**src/rtl/fill_pkg.sv**
```systemverilog
package fill_pkg;
  typedef enum logic [1:0] {
    ST_IDLE  = 2'd0,
    ST_RUN   = 2'd1,
    ST_DRAIN = 2'd2
  } fill_state_e;
endpackage

```
**src/rtl/fill_lfsr.sv**
```systemverilog
module fill_lfsr #(
  parameter int          W    = 8,
  parameter logic [W-1:0] TAPS = 8'b1011_1000,
  parameter logic [W-1:0] SEED = 8'h01
) (
  input  logic         clk_i,
  input  logic         rst_ni,
  input  logic         step_i,
  output logic [W-1:0] state_o,
  output logic [W-1:0] next_o
);
  logic [W-1:0] q;
  logic         fb;

  assign fb = ^(q & TAPS);

  // one flop per bit, each with its own preset/clear seed value
  for (genvar i = 0; i < W; i++) begin : g_bit
    logic d;
    if (i == 0) begin : g_in
      assign d = fb;
    end else begin : g_sh
      assign d = q[i-1];
    end
    assign next_o[i] = d;
    always_ff @(posedge clk_i or negedge rst_ni) begin
      if (!rst_ni)     q[i] <= SEED[i];
      else if (step_i) q[i] <= d;
    end
  end

  assign state_o = q;
endmodule

```
**src/rtl/fill_seq.sv**
```systemverilog
module fill_seq
  import fill_pkg::*;
#(
  parameter int STEPS  = 8,
  parameter int ADDR_W = 8
) (
  input  logic              clk_i,
  input  logic              rst_ni,
  input  logic              start_i,
  output logic              step_o,
  output logic              word_end_o,
  output logic [ADDR_W-1:0] word_idx_o,
  output logic              busy_o,
  output logic              done_o
);
  localparam int CW = (STEPS > 1) ? $clog2(STEPS) : 1;
  localparam logic [CW-1:0]     STEP_LAST = CW'(STEPS - 1);
  localparam logic [ADDR_W-1:0] WORD_LAST = {ADDR_W{1'b1}};

  fill_state_e       state_q;
  logic [CW-1:0]     step_q;
  logic [ADDR_W-1:0] word_q;
  logic              done_q;
  logic              word_end;

  assign word_end = (state_q == ST_RUN) && (step_q == STEP_LAST);

  always_ff @(posedge clk_i or negedge rst_ni) begin
    if (!rst_ni) begin
      state_q <= ST_IDLE;
      step_q  <= '0;
      word_q  <= '0;
      done_q  <= 1'b0;
    end else begin
      done_q <= 1'b0;
      unique case (state_q)
        ST_IDLE: begin
          if (start_i) begin
            state_q <= ST_RUN;
            step_q  <= '0;
            word_q  <= '0;
          end
        end
        ST_RUN: begin
          step_q <= word_end ? '0 : step_q + 1'b1;
          if (word_end) begin
            word_q <= word_q + 1'b1;
            if (word_q == WORD_LAST) state_q <= ST_DRAIN;
          end
        end
        ST_DRAIN: begin
          state_q <= ST_IDLE;
          done_q  <= 1'b1;
        end
        default: state_q <= ST_IDLE;
      endcase
    end
  end

  assign step_o     = (state_q == ST_RUN);
  assign word_end_o = word_end;
  assign word_idx_o = word_q;
  assign busy_o     = (state_q != ST_IDLE);
  assign done_o     = done_q;
endmodule

```
**src/rtl/fill_wr.sv**
```systemverilog
module fill_wr #(
  parameter int ADDR_W = 8,
  parameter int DATA_W = 8
) (
  input  logic              clk_i,
  input  logic              rst_ni,
  input  logic              word_end_i,
  input  logic [ADDR_W-1:0] word_idx_i,
  input  logic [DATA_W-1:0] data_i,
  output logic [ADDR_W-1:0] addr_o,
  output logic [DATA_W-1:0] wdata_o,
  output logic              we_o
);
  always_ff @(posedge clk_i or negedge rst_ni) begin
    if (!rst_ni) begin
      addr_o  <= '0;
      wdata_o <= '0;
      we_o    <= 1'b0;
    end else begin
      we_o <= word_end_i;
      if (word_end_i) begin
        addr_o  <= word_idx_i;
        wdata_o <= data_i;
      end
    end
  end
endmodule

```
**src/rtl/lfsr_mem_fill.sv**
```systemverilog
module lfsr_mem_fill #(
  parameter int               ADDR_W = 8,
  parameter int               DATA_W = 8,
  parameter int               STEPS  = DATA_W,
  parameter logic [DATA_W-1:0] TAPS  = 8'b1011_1000,
  parameter logic [DATA_W-1:0] SEED  = 8'h01
) (
  input  logic              clk_i,
  input  logic              rst_ni,
  input  logic              start_i,
  output logic [ADDR_W-1:0] addr_o,
  output logic [DATA_W-1:0] wdata_o,
  output logic              we_o,
  output logic              busy_o,
  output logic              done_o
);
  logic              step;
  logic              word_end;
  logic [ADDR_W-1:0] word_idx;
  logic [DATA_W-1:0] lfsr_q;
  logic [DATA_W-1:0] lfsr_d;

  fill_seq #(.STEPS(STEPS), .ADDR_W(ADDR_W)) seq_i (
    .clk_i      (clk_i),
    .rst_ni     (rst_ni),
    .start_i    (start_i),
    .step_o     (step),
    .word_end_o (word_end),
    .word_idx_o (word_idx),
    .busy_o     (busy_o),
    .done_o     (done_o)
  );

  fill_lfsr #(.W(DATA_W), .TAPS(TAPS), .SEED(SEED)) lfsr_i (
    .clk_i   (clk_i),
    .rst_ni  (rst_ni),
    .step_i  (step),
    .state_o (lfsr_q),
    .next_o  (lfsr_d)
  );

  fill_wr #(.ADDR_W(ADDR_W), .DATA_W(DATA_W)) wr_i (
    .clk_i      (clk_i),
    .rst_ni     (rst_ni),
    .word_end_i (word_end),
    .word_idx_i (word_idx),
    .data_i     (lfsr_d),
    .addr_o     (addr_o),
    .wdata_o    (wdata_o),
    .we_o       (we_o)
  );

  logic unused_q;
  assign unused_q = ^lfsr_q;
endmodule

```
**config.mk**
```make
export PLATFORM = sky130hd
export DESIGN_NAME = lfsr_mem_fill
export DESIGN_NICKNAME = d
export VERILOG_FILES = /design/src/rtl/fill_pkg.sv /design/src/rtl/fill_lfsr.sv /design/src/rtl/fill_seq.sv /design/src/rtl/fill_wr.sv /design/src/rtl/lfsr_mem_fill.sv
export SDC_FILE = /design/constraint.sdc
export NUM_CORES = 1
export LEC_CHECK = 0
export ABC_AREA = 1
export BUFFER_PORTS_ARGS = -buffer_cell sky130_fd_sc_hd__buf_4
export CORE_ASPECT_RATIO = 2
export CORE_MARGIN = 1
export CORE_UTILIZATION = 45
export DETAILED_ROUTE_END_ITERATION = 10
export MAX_ROUTING_LAYER = met4
export PLACE_DENSITY = 0.61
export RECOVER_POWER = 100
export REMOVE_ABC_BUFFERS = 1
export SYNTH_ARGS = -nofsm -noshare
export SYNTH_HDL_FRONTEND = slang
export SYNTH_SLANG_ARGS = --single-unit
```
**constraint.sdc**
```tcl
create_clock -name clk_i -period 2.4 [get_ports clk_i]
set_clock_uncertainty 0.05 [all_clocks]
set_input_delay 0.12 -clock clk_i [delete_from_list [all_inputs] [get_ports clk_i]]
set_output_delay 0.12 -clock clk_i [all_outputs]
set_load 0.05 [all_outputs]
```
**Yosys cells after proc, flatten, opt, wreduce, memory -nomap -nowiden**

Index checks and enable logic that the tools add are counted.
W data, S select, Z words.

- Add/sub/neg operators: 2
- Eq/ne operators: 7
- Mux-type cells: 11
- Reduce and logical (&&, ||, !) cells: 8

Operator list:

| kind | number |
|---|---|
| $mux W8 | 2 |
| $pmux W8 S2 | 1 |
| $add A8 B1 Y8 const B | 1 |
| $eq A8 B8 Y1 const B | 1 |
| $reduce_xor A8 Y1 | 1 |
| $mux W2 | 3 |
| $mux W3 | 2 |
| $ne A2 B2 Y1 const B | 3 |
| $pmux W3 S2 | 1 |
| $reduce_and A3 Y1 | 2 |
| $pmux W2 S2 | 1 |
| $reduce_bool A2 Y1 | 2 |
| $add A3 B1 Y3 const B | 1 |
| $eq A3 B3 Y1 const B | 1 |
| $eq A2 B1 Y1 const B | 1 |
| $eq A2 B2 Y1 const B | 1 |
| $logic_not A2 Y1 | 1 |
| $reduce_and A2 Y1 | 1 |
| $logic_and A1 B1 Y1 | 1 |
| $mux W1 | 1 |

- Register bits after elaboration: 39
- Input port bits: 3
- Output and inout bits: 19
- Word-level logic and storage cells: 43

**Logic depth before layout (Yosys ltp)**

Gate-level depths: netlist of the first run.

- Depth after elaboration: 4
- Depth in mapped cells: 8
- Depth with buffers taken out: 8

**Hierarchy**

Synthesis of the first run repeated with hierarchy kept, for this count alone.

- Cells, all modules: 209
- Area total of the unflattened synthesis: 1846.8 um^2

Modules (own cells, without submodules):

| module | instances | cells an instance | area each (um^2) | sequential area each (um^2) |
|---|---|---|---|---|
| fill_seq | 1 | 80 | 703.2 | 350.3 |
| fill_wr | 1 | 69 | 669.4 | 425.4 |
| fill_lfsr | 1 | 60 | 474.2 | 201.4 |

**Worst setup path after synthesis of the first run**

Ideal clock, no wire load.

- Path kind: register -> register
- Start point: register seq_i.step_q[0]
- End point: register seq_i.word_q[4] (netlist: seq_i.word_idx_o[4])
- Library setup time: 0.119 ns
- Arrival: 1.303 ns
- Path slack: 0.928 ns
- Stages on the path, launching flop included: 8
- Buffers on the path: 1
- Cell sequence: dfrtp_1 ha_1 ha_1 nand3_4 inv_1 buf_4 a21oi_1 nor2_1

- Word-level cells in the longest chain between the ends: 4

RTL lines:

| element | line | source |
|---|---|---|
| start: declaration | fill_seq.sv:21 | `logic [CW-1:0] step_q;` |
| start signal: assignment | fill_seq.sv:45 | `step_q <= word_end ? '0 : step_q + 1'b1;` |
| $eq A3 B3 Y1 | fill_seq.sv:26 | `assign word_end = (state_q == ST_RUN) && (step_q == STEP_LAST);` |
| $logic_and A1 B1 Y1 | fill_seq.sv:26 |  |
| named net seq_i.word_end_o | fill_seq.sv:11 | `output logic word_end_o,` |
| $ne A2 B2 Y1 (no line) | n/a |  |
| $reduce_and A3 Y1 (no line) | n/a |  |
| end signal: assignment | fill_seq.sv:47 | `word_q <= word_q + 1'b1;` |
| end: declaration | fill_seq.sv:22 | `logic [ADDR_W-1:0] word_q;` |

The timed path passes the listed nets, and every way through them passes these cells.
A chain may end at the register's enable or synchronous reset.

**Worst setup path after layout of the first run**

- Start point: register seq_i.step_q[0]
- End point: register seq_i.word_q[3] (netlist: seq_i.word_idx_o[3])

- Word-level cells in the longest chain between the ends: 4

RTL lines:

| element | line |
|---|---|
| $eq A3 B3 Y1 | fill_seq.sv:26 |
| $logic_and A1 B1 Y1 | fill_seq.sv:26 |
| $ne A2 B2 Y1 (no line) | n/a |
| $reduce_and A3 Y1 (no line) | n/a |

No other way between the ends.

==> summary.md, run 1 <==
| Metric | Value |
|---|---|
| Total GRT Usage | around a fifth |
| # H-tree levels | 2 |
| Tightest Pin Transition | around 0.9 ns |
| Synth unique cells | 19 |
| Arrival time at the worst endpoint | ~2.0 ns |
| Die W | between 40 and 50 um |
| Hold crit path type | in -> reg |
| Post-route clock period utilization | ~77% |
| Final Util | a little over half |
| IO Pins | 22 |
| CORE AREA | 0.00361 mm2 |
| Iteration count of the initial detailed-routing pass | 4 |
| Crit Path Class | reg -> reg |
| Clock transition at path regs | ~0.070 ns |
| Final hold slack | about 0.13 ns |
| Setup bufs post-CTS | 0 |
| Mapped Area | approximately 0.0017 mm2 |
| Worst Path Max Fanout | 28 |
| Initial antenna violation count | 0 |
| Largest net degree at the start of global routing | 40 |
| Peak supply drop | 0.000446 V |
| CTS tree | built |
| Port bufs | 21 |
| RSZ-0062 raised after global routing | false |
| Skew-Pair Late Insertion Delay | 0.29 ns |
| Vias in the first global route | approximately 1400 |
| Final WL | 3310 um |
| Flops & latches, synth | 39 |
| Root buf cell | clkbuf_8 |
| Syn. warnings | 0 |
| DR WL/cell | 12.3 um |
| CTS Buf Count | 5 |
| Area Growth Syn to Fin | 12.8% |
| Power per Cell Area | 587 mW/mm2 |
| Nets | approximately 230 |
| Status | finished clean |
| Row cnt | 31 |
| Global-route wire length before repair | 5640 um |
| Endpoints failing setup | 0 |
| Post-route ant nets | 0 |
| Sequential fraction of the synthesis area | between 50 and 60% |
| Setup_tns | 0 ns |
| Syn avg cell area | slightly below 9 um2 |
| Drt via density | ~5 |
| Die footprint | between 0.004 and 0.005 mm2 |
| Hold Vio Cnt, Final | 0 |
| Fin crit period | roughly 1.9 ns |
| Grt total ovfl | 0 |
| Maxcap violations | 0 |
| Sink Count | 39 |
| Chip height | around 90 um |
| Via count | between 1000 and 1500 |
| DP HPWL | approximately 2400 um |
| Number of remaining DRC errors | 0 |
| Clock Path Buffers | 2 |
| Startpoint class of the critical path | register |
| Pins Over Slew Limit | 0 |
| Gate Count Post-Synth | 194 |
| Worst EP required | roughly 2.5 ns |
| Share of post-route cells with drive strength above 1 | 5.45% |
| Rel. slew slack | 38.6% |
| Final Wtd Congestion | between 0.8 and 0.9 |
| Antenna Cells | 0 |
| Initial Util | 46.8% |
| Worst setup EP type | register |
| Static leakage | between 0.9 and 1 nW |
| F_max | between 0.5 and 0.6 GHz |
| Drt initial violations | 29 |
-- final timing paths --
path	endpoint	cells after the start	start	slack, ns
min in group asynchronous	lfsr_i.g_bit[5].d	2	rst_ni	0.45
min	seq_i.state_q[0]	3	start_i	0.13
max in group asynchronous	seq_i.state_q[0]	2	rst_ni	1.27
max reg2reg	seq_i.word_idx_o[3]	7	seq_i.step_q[0]	0.55
min reg2reg	wr_i.wdata_o[4]	2	wr_i.wdata_o[4]	0.43
max	seq_i.word_idx_o[3]	7	seq_i.step_q[0]	0.55
-- routing by layer --
layer / track usage [%] / vias to the layer above / part of all wire [%]
met5: - / - / 0
met1: 19.1 / 627 / 39
met2: 35.7 / 30 / 54
met4: 11.6 / 0 / 2.6
li1: - / 659 / -
met3: 4.08 / 8 / 3.6
-- repair_timing --
action                    in CTS  in global routing
hold endpoints to repair      38                  0
hold buffers                   1                  0
gates resized for setup        0                  0
-- cell usage after synthesis --
cell / number / area, um2
nor2_1: 9 / 33.8
nand3_4: 1 / 17.5
nor3_1: 2 / 10.0
nand2_4: 1 / 11.3
o21ai_0: 21 / 105
nand2_2: 1 / 6.26
inv_1: 20 / 75.1
nand4_1: 2 / 12.5
ha_1: 3 / 37.5
a21oi_1: 3 / 15.0
dfstp_2: 1 / 26.3
xnor2_1: 2 / 17.5
nand3_1: 7 / 35.0
clkbuf_1: 2 / 7.51
nand3b_1: 1 / 7.51
nand2_1: 76 / 285
xor2_1: 2 / 17.5
dfrtp_1: 38 / 951
buf_4: 2 / 15.0
-- cell usage in the layout, fill, tap and decap left out, types with 2 or more instances in the layout --
cell | Yosys | routed
a21oi_1 | 3 | 3
clkbuf_1 | 2 | 20
clkbuf_8 | 0 | 6
dfrtp_1 | 38 | 38
ha_1 | 3 | 3
inv_1 | 20 | 20
nand2_1 | 76 | 77
nand3_1 | 7 | 7
nand4_1 | 2 | 2
nor2_1 | 9 | 9
nor3_1 | 2 | 2
o21ai_0 | 21 | 21
xnor2_1 | 2 | 2
xor2_1 | 2 | 2
-- flip-flops by register name (all words and copies together) (netlist names), 2 cells and up --
signal            cells
seq_i.step_q          3
seq_i.word_idx_o      8
wr_i.wdata_o          8
seq_i.state_q         2
lfsr_i.g_bit.d        7
wr_i.addr_o           8
-- critical path, cell delays in order (launching register included) --
cell and delay [ns]:
dfrtp_1 0.38, ha_1 0.16, ha_1 0.20, nand3_4 0.26, inv_1 0.36, nand2_1 0.12, nor3_1 0.15, nor2_1 0.07
-- final cells by class --
type	instances	area, um2
clock buffer	7	86.3
clock inverter	1	5.00
fill	370	1700
inverter	20	75.1
multi-input combinational	131	604
sequential	39	977
tap	49	61.3
timing repair buffer	22	93.8
-- logic make-up after synthesis --
kind of cell / synth area share, %
XOR/XNOR: 2.08
flip-flops: 57.9
buffers and inverters: 5.79
AND/OR/NAND/NOR: 24.9
AO/OA/AOI/OAI: 7.12
adder cells (fa/ha/maj): 2.23
-- through the flow --
stage                     power (W)  worst slack (ns)  instance area (um2)  cells
after floorplan            0.000670             0.794                 1660    190
after global placement     0.000685             0.592                 1880    260
after detailed placement   0.000686             0.513                 1880    260
after CTS                   0.00114             0.502                 1980    269
after global routing        0.00116             0.389                 1900    269
final                       0.00112             0.545                 1900    269
-- power breakdown --
group	switching [W]	total, W	leakage, nW	internal [W]
sequential	0	0.000657	0.485	0.000657
clock	0.000213	0.000444	0.0482	0.000232
combinational	0.0000129	0.0000157	0.447	0.00000275
Note: power is estimated with default switching activity, not from simulation.
==> run 2, diff against run 1 <==
==> constraint.sdc (replaced) <==
create_clock -name clk_i -period 1.78 [get_ports clk_i]
set_clock_uncertainty 0.05 [all_clocks]
set_input_delay 0.089 -clock clk_i [delete_from_list [all_inputs] [get_ports clk_i]]
set_output_delay 0.089 -clock clk_i [all_outputs]
set_load 0.05 [all_outputs]
==> run 2 against run 1 <==
  * Combinational power rose by 35%
  * Setup slack got worse by 0.39 ns
  * Power rose by 49%
  * Highest routed layer unchanged
  * Critical path depth fell by 1
  * Non-clock buffer count rose by 4
  * Count of clock-buffer cells in the layout fell by 1
  * Die area did not move
  * Critical path type unchanged
  * Register-to-register slack got worse by 0.39 ns
  * Sequential cell count did not move
  * Core utilization rose by 1.4 points
  * Final area rose by 2.6%
  * Global-route usage rose by 0.91 points
==> summary.md, run 2 (same netlist as run 1, synthesis figures left out) <==
| Metric | Value |
|---|---|
| # H-tree levels | 2 (unchanged) |
| Row cnt | 31 (unchanged) |
| Arrival time at the worst endpoint | 1.78 ns (-0.20 ns) |
| Peak supply drop | 0.000857 V (+92%) |
| Clock Path Buffers | 2 (unchanged) |
| Worst r2r path cells | 6 (-1) |
| Met2 WL post-DR | 1920 um (+6.5%) |
| CTS Buf Count | 5 (unchanged) |
| Total GRT Usage | 21.1% (+0.91 points) |
| Initial Util | 46.8% (unchanged) |
| Vias in the first global route | 1381 (+2.1%) |
| Root buf cell | clkbuf_8 |
| FF-to-FF setup slack | 0.16 ns (-0.39 ns) |
| Endpoints failing setup | 0 (unchanged) |
| Area Growth Syn to Fin | 15.8% |
| Die W | 45.3 um (unchanged) |
| Chip height | 88.6 um (unchanged) |
| IO Pins | 22 (unchanged) |
| Pins Over Slew Limit | 0 (unchanged) |
| Worst EP required | 1.94 ns (-0.59 ns) |
| Via count | 1342 (+1.4%) |
| Most common cell after layout, fill and taps aside | nand2_1 |
| Tightest Pin Transition | 0.942 ns (+0.0207 ns) |
| Worst Path Max Fanout | 16 (-43%) |
| Post-route clock period utilization | 91.2% (+14 points) |
| CORE AREA | 0.00361 mm2 (unchanged) |
| Status | finished clean |
| Maxcap violations | 0 (unchanged) |
| Setup_tns | 0 ns (unchanged) |
| Final hold slack | 0.109 ns (-0.0235 ns) |
| Grt total ovfl | 0 (unchanged) |
| Drt initial violations | 48 (+66%) |
| Final instance area | 0.00195 mm2 (+2.6%) |
| Hold crit path type | in -> reg |
| WHS Path Cells | 4 (+1) |
| Worst setup EP type | register |
| Crit Path Class | reg -> reg |
| Highest routed layer | met4 |
| Commonest non-fill, non-tap cells in the layout | nand2_1 (77), dfrtp_1 (38), o21ai_0 (21) |
| RSZ-0062 raised after global routing | false |
| Static leakage | 1.01 nW (+2.6%) |
| Nets | 229 (+1.8%) |
| Skew-Pair Late Insertion Delay | 0.28 ns (about the same) |
| DR WL/cell | 12.8 um (+3.8%) |
| Clock transition at path regs | 0.07 ns (about the same) |
| Global-route wire length before repair | 5850 um (+3.8%) |
| Post-route ant nets | 0 (unchanged) |
| F_max | 0.616 GHz (+14%) |
| Port bufs | 21 (unchanged) |
| DP HPWL | 2530 um (+5.3%) |
| Drt via density | 4.92 (-0.13%) |
| Antenna Cells | 0 (unchanged) |
| DRT met1 WL | 1370 um (+5.0%) |
| Sink Count | 39 (unchanged) |
| Worst reg2reg path endpoint | wr_i.addr_o[5] |
| Final WL | 3490 um (+5.3%) |
| CTS tree | built |
| Worst reg2reg startpoint | seq_i.step_q[0] |
| DP Area | 0.00191 mm2 (+1.6%) |
| Number of remaining DRC errors | 0 (unchanged) |
| Worst hold start | start_i |
| Die footprint | 0.00401 mm2 (unchanged) |
| Share of post-route cells with drive strength above 1 | 7.14% (+1.7 points) |
| Iteration count of the initial detailed-routing pass | 4 (unchanged) |
| Fin crit period | 1.62 ns (-0.231 ns) |
| Routed wl met3 | 71 um (-40%) |
| Worst Hold End | seq_i.state_q[1] |
| Power per Cell Area | 850 mW/mm2 (+45%) |
| Startpoint class of the critical path | register |
| Final Wtd Congestion | 0.846 (-2.2%) |
| Largest net degree at the start of global routing | 40 (unchanged) |
| Final Util | 54.1% (+1.4 points) |
| CP Launch Point | seq_i.step_q[0] |
| Rel. slew slack | 37.2% (-1.4 points) |
| Initial antenna violation count | 0 (unchanged) |
| Setup bufs post-CTS | 0 (unchanged) |
| Hold Vio Cnt, Final | 0 (unchanged) |
run 2: cell types whose count changed in the layout (fill, tap and decap cells not counted):
cell,delta
bufinv_16,+1
nand2_2,-1
nand2_4,+1
clkbuf_2,+3
run 2: critical path, stage by stage, from the launching register on:
cell and delay, ns:
dfrtp_1 0.40, ha_1 0.20, ha_1 0.22, nand3_4 0.17, clkbuf_2 0.32, nand2_1 0.10, o21ai_0 0.08
run 2: area by class of cell:
type                            instances  area, um2
Multi-Input combinational cell        131        609
Fill cell                             359       1650
Timing Repair Buffer                   26        113
Tap cell                               49       61.3
Clock buffer                            6       82.6
Clock inverter                          2       35.0
Sequential cell                        39        977
Inverter                               20       75.1
run 2: how the worst max path moves through the flow:
stage                     cells past startpoint  slack, ns                   to
after detailed placement                      7       0.17  seq_i.word_idx_o[3]
after floorplan                               7       0.17  seq_i.word_idx_o[3]
final                                         6       0.16       wr_i.addr_o[5]
after CTS                                     7       0.15  seq_i.word_idx_o[3]
after global routing                          7       0.03  seq_i.word_idx_o[3]
after global placement                        7       0.24      wr_i.wdata_o[0]
run 2: per-layer routing:
metal | vias to the layer above | GRT usage (%)
met2 | 23 | 37.2
met3 | 12 | 3.88
met5 | - | -
li1 | 668 | -
met4 | 0 | 12.4
met1 | 639 | 20.2
run 2: through the flow:
| stage | total power (W) | cells | worst slack, ns |
|---|---|---|---|
| floorplan | 0.000904 | 190 | 0.174 |
| global placement | 0.000924 | 264 | 0.240 |
| detailed placement | 0.000925 | 264 | 0.170 |
| CTS | 0.00168 | 273 | 0.149 |
| global route | 0.00172 | 273 | 0.0312 |
| finish | 0.00166 | 273 | 0.156 |
run 2: repair_timing:
item                                    4_1_cts  5_1_grt
hold buffers                                  1        0
endpoints found under the setup margin        0        0
endpoints found under the hold margin        38        0
gates resized for setup                       0        0
run 2: power by group:
group / total (W) / leakage, nW / switching, W / internal, W
Clock: 0.000753 / 0.0612 / 0.000300 / 0.000453
Combinational: 0.0000212 / 0.460 / 0.0000175 / 0.00000369
Sequential: 0.000886 / 0.485 / 0 / 0.000886
Total: 0.00166 / 1.01 / 0.000317 / 0.00134
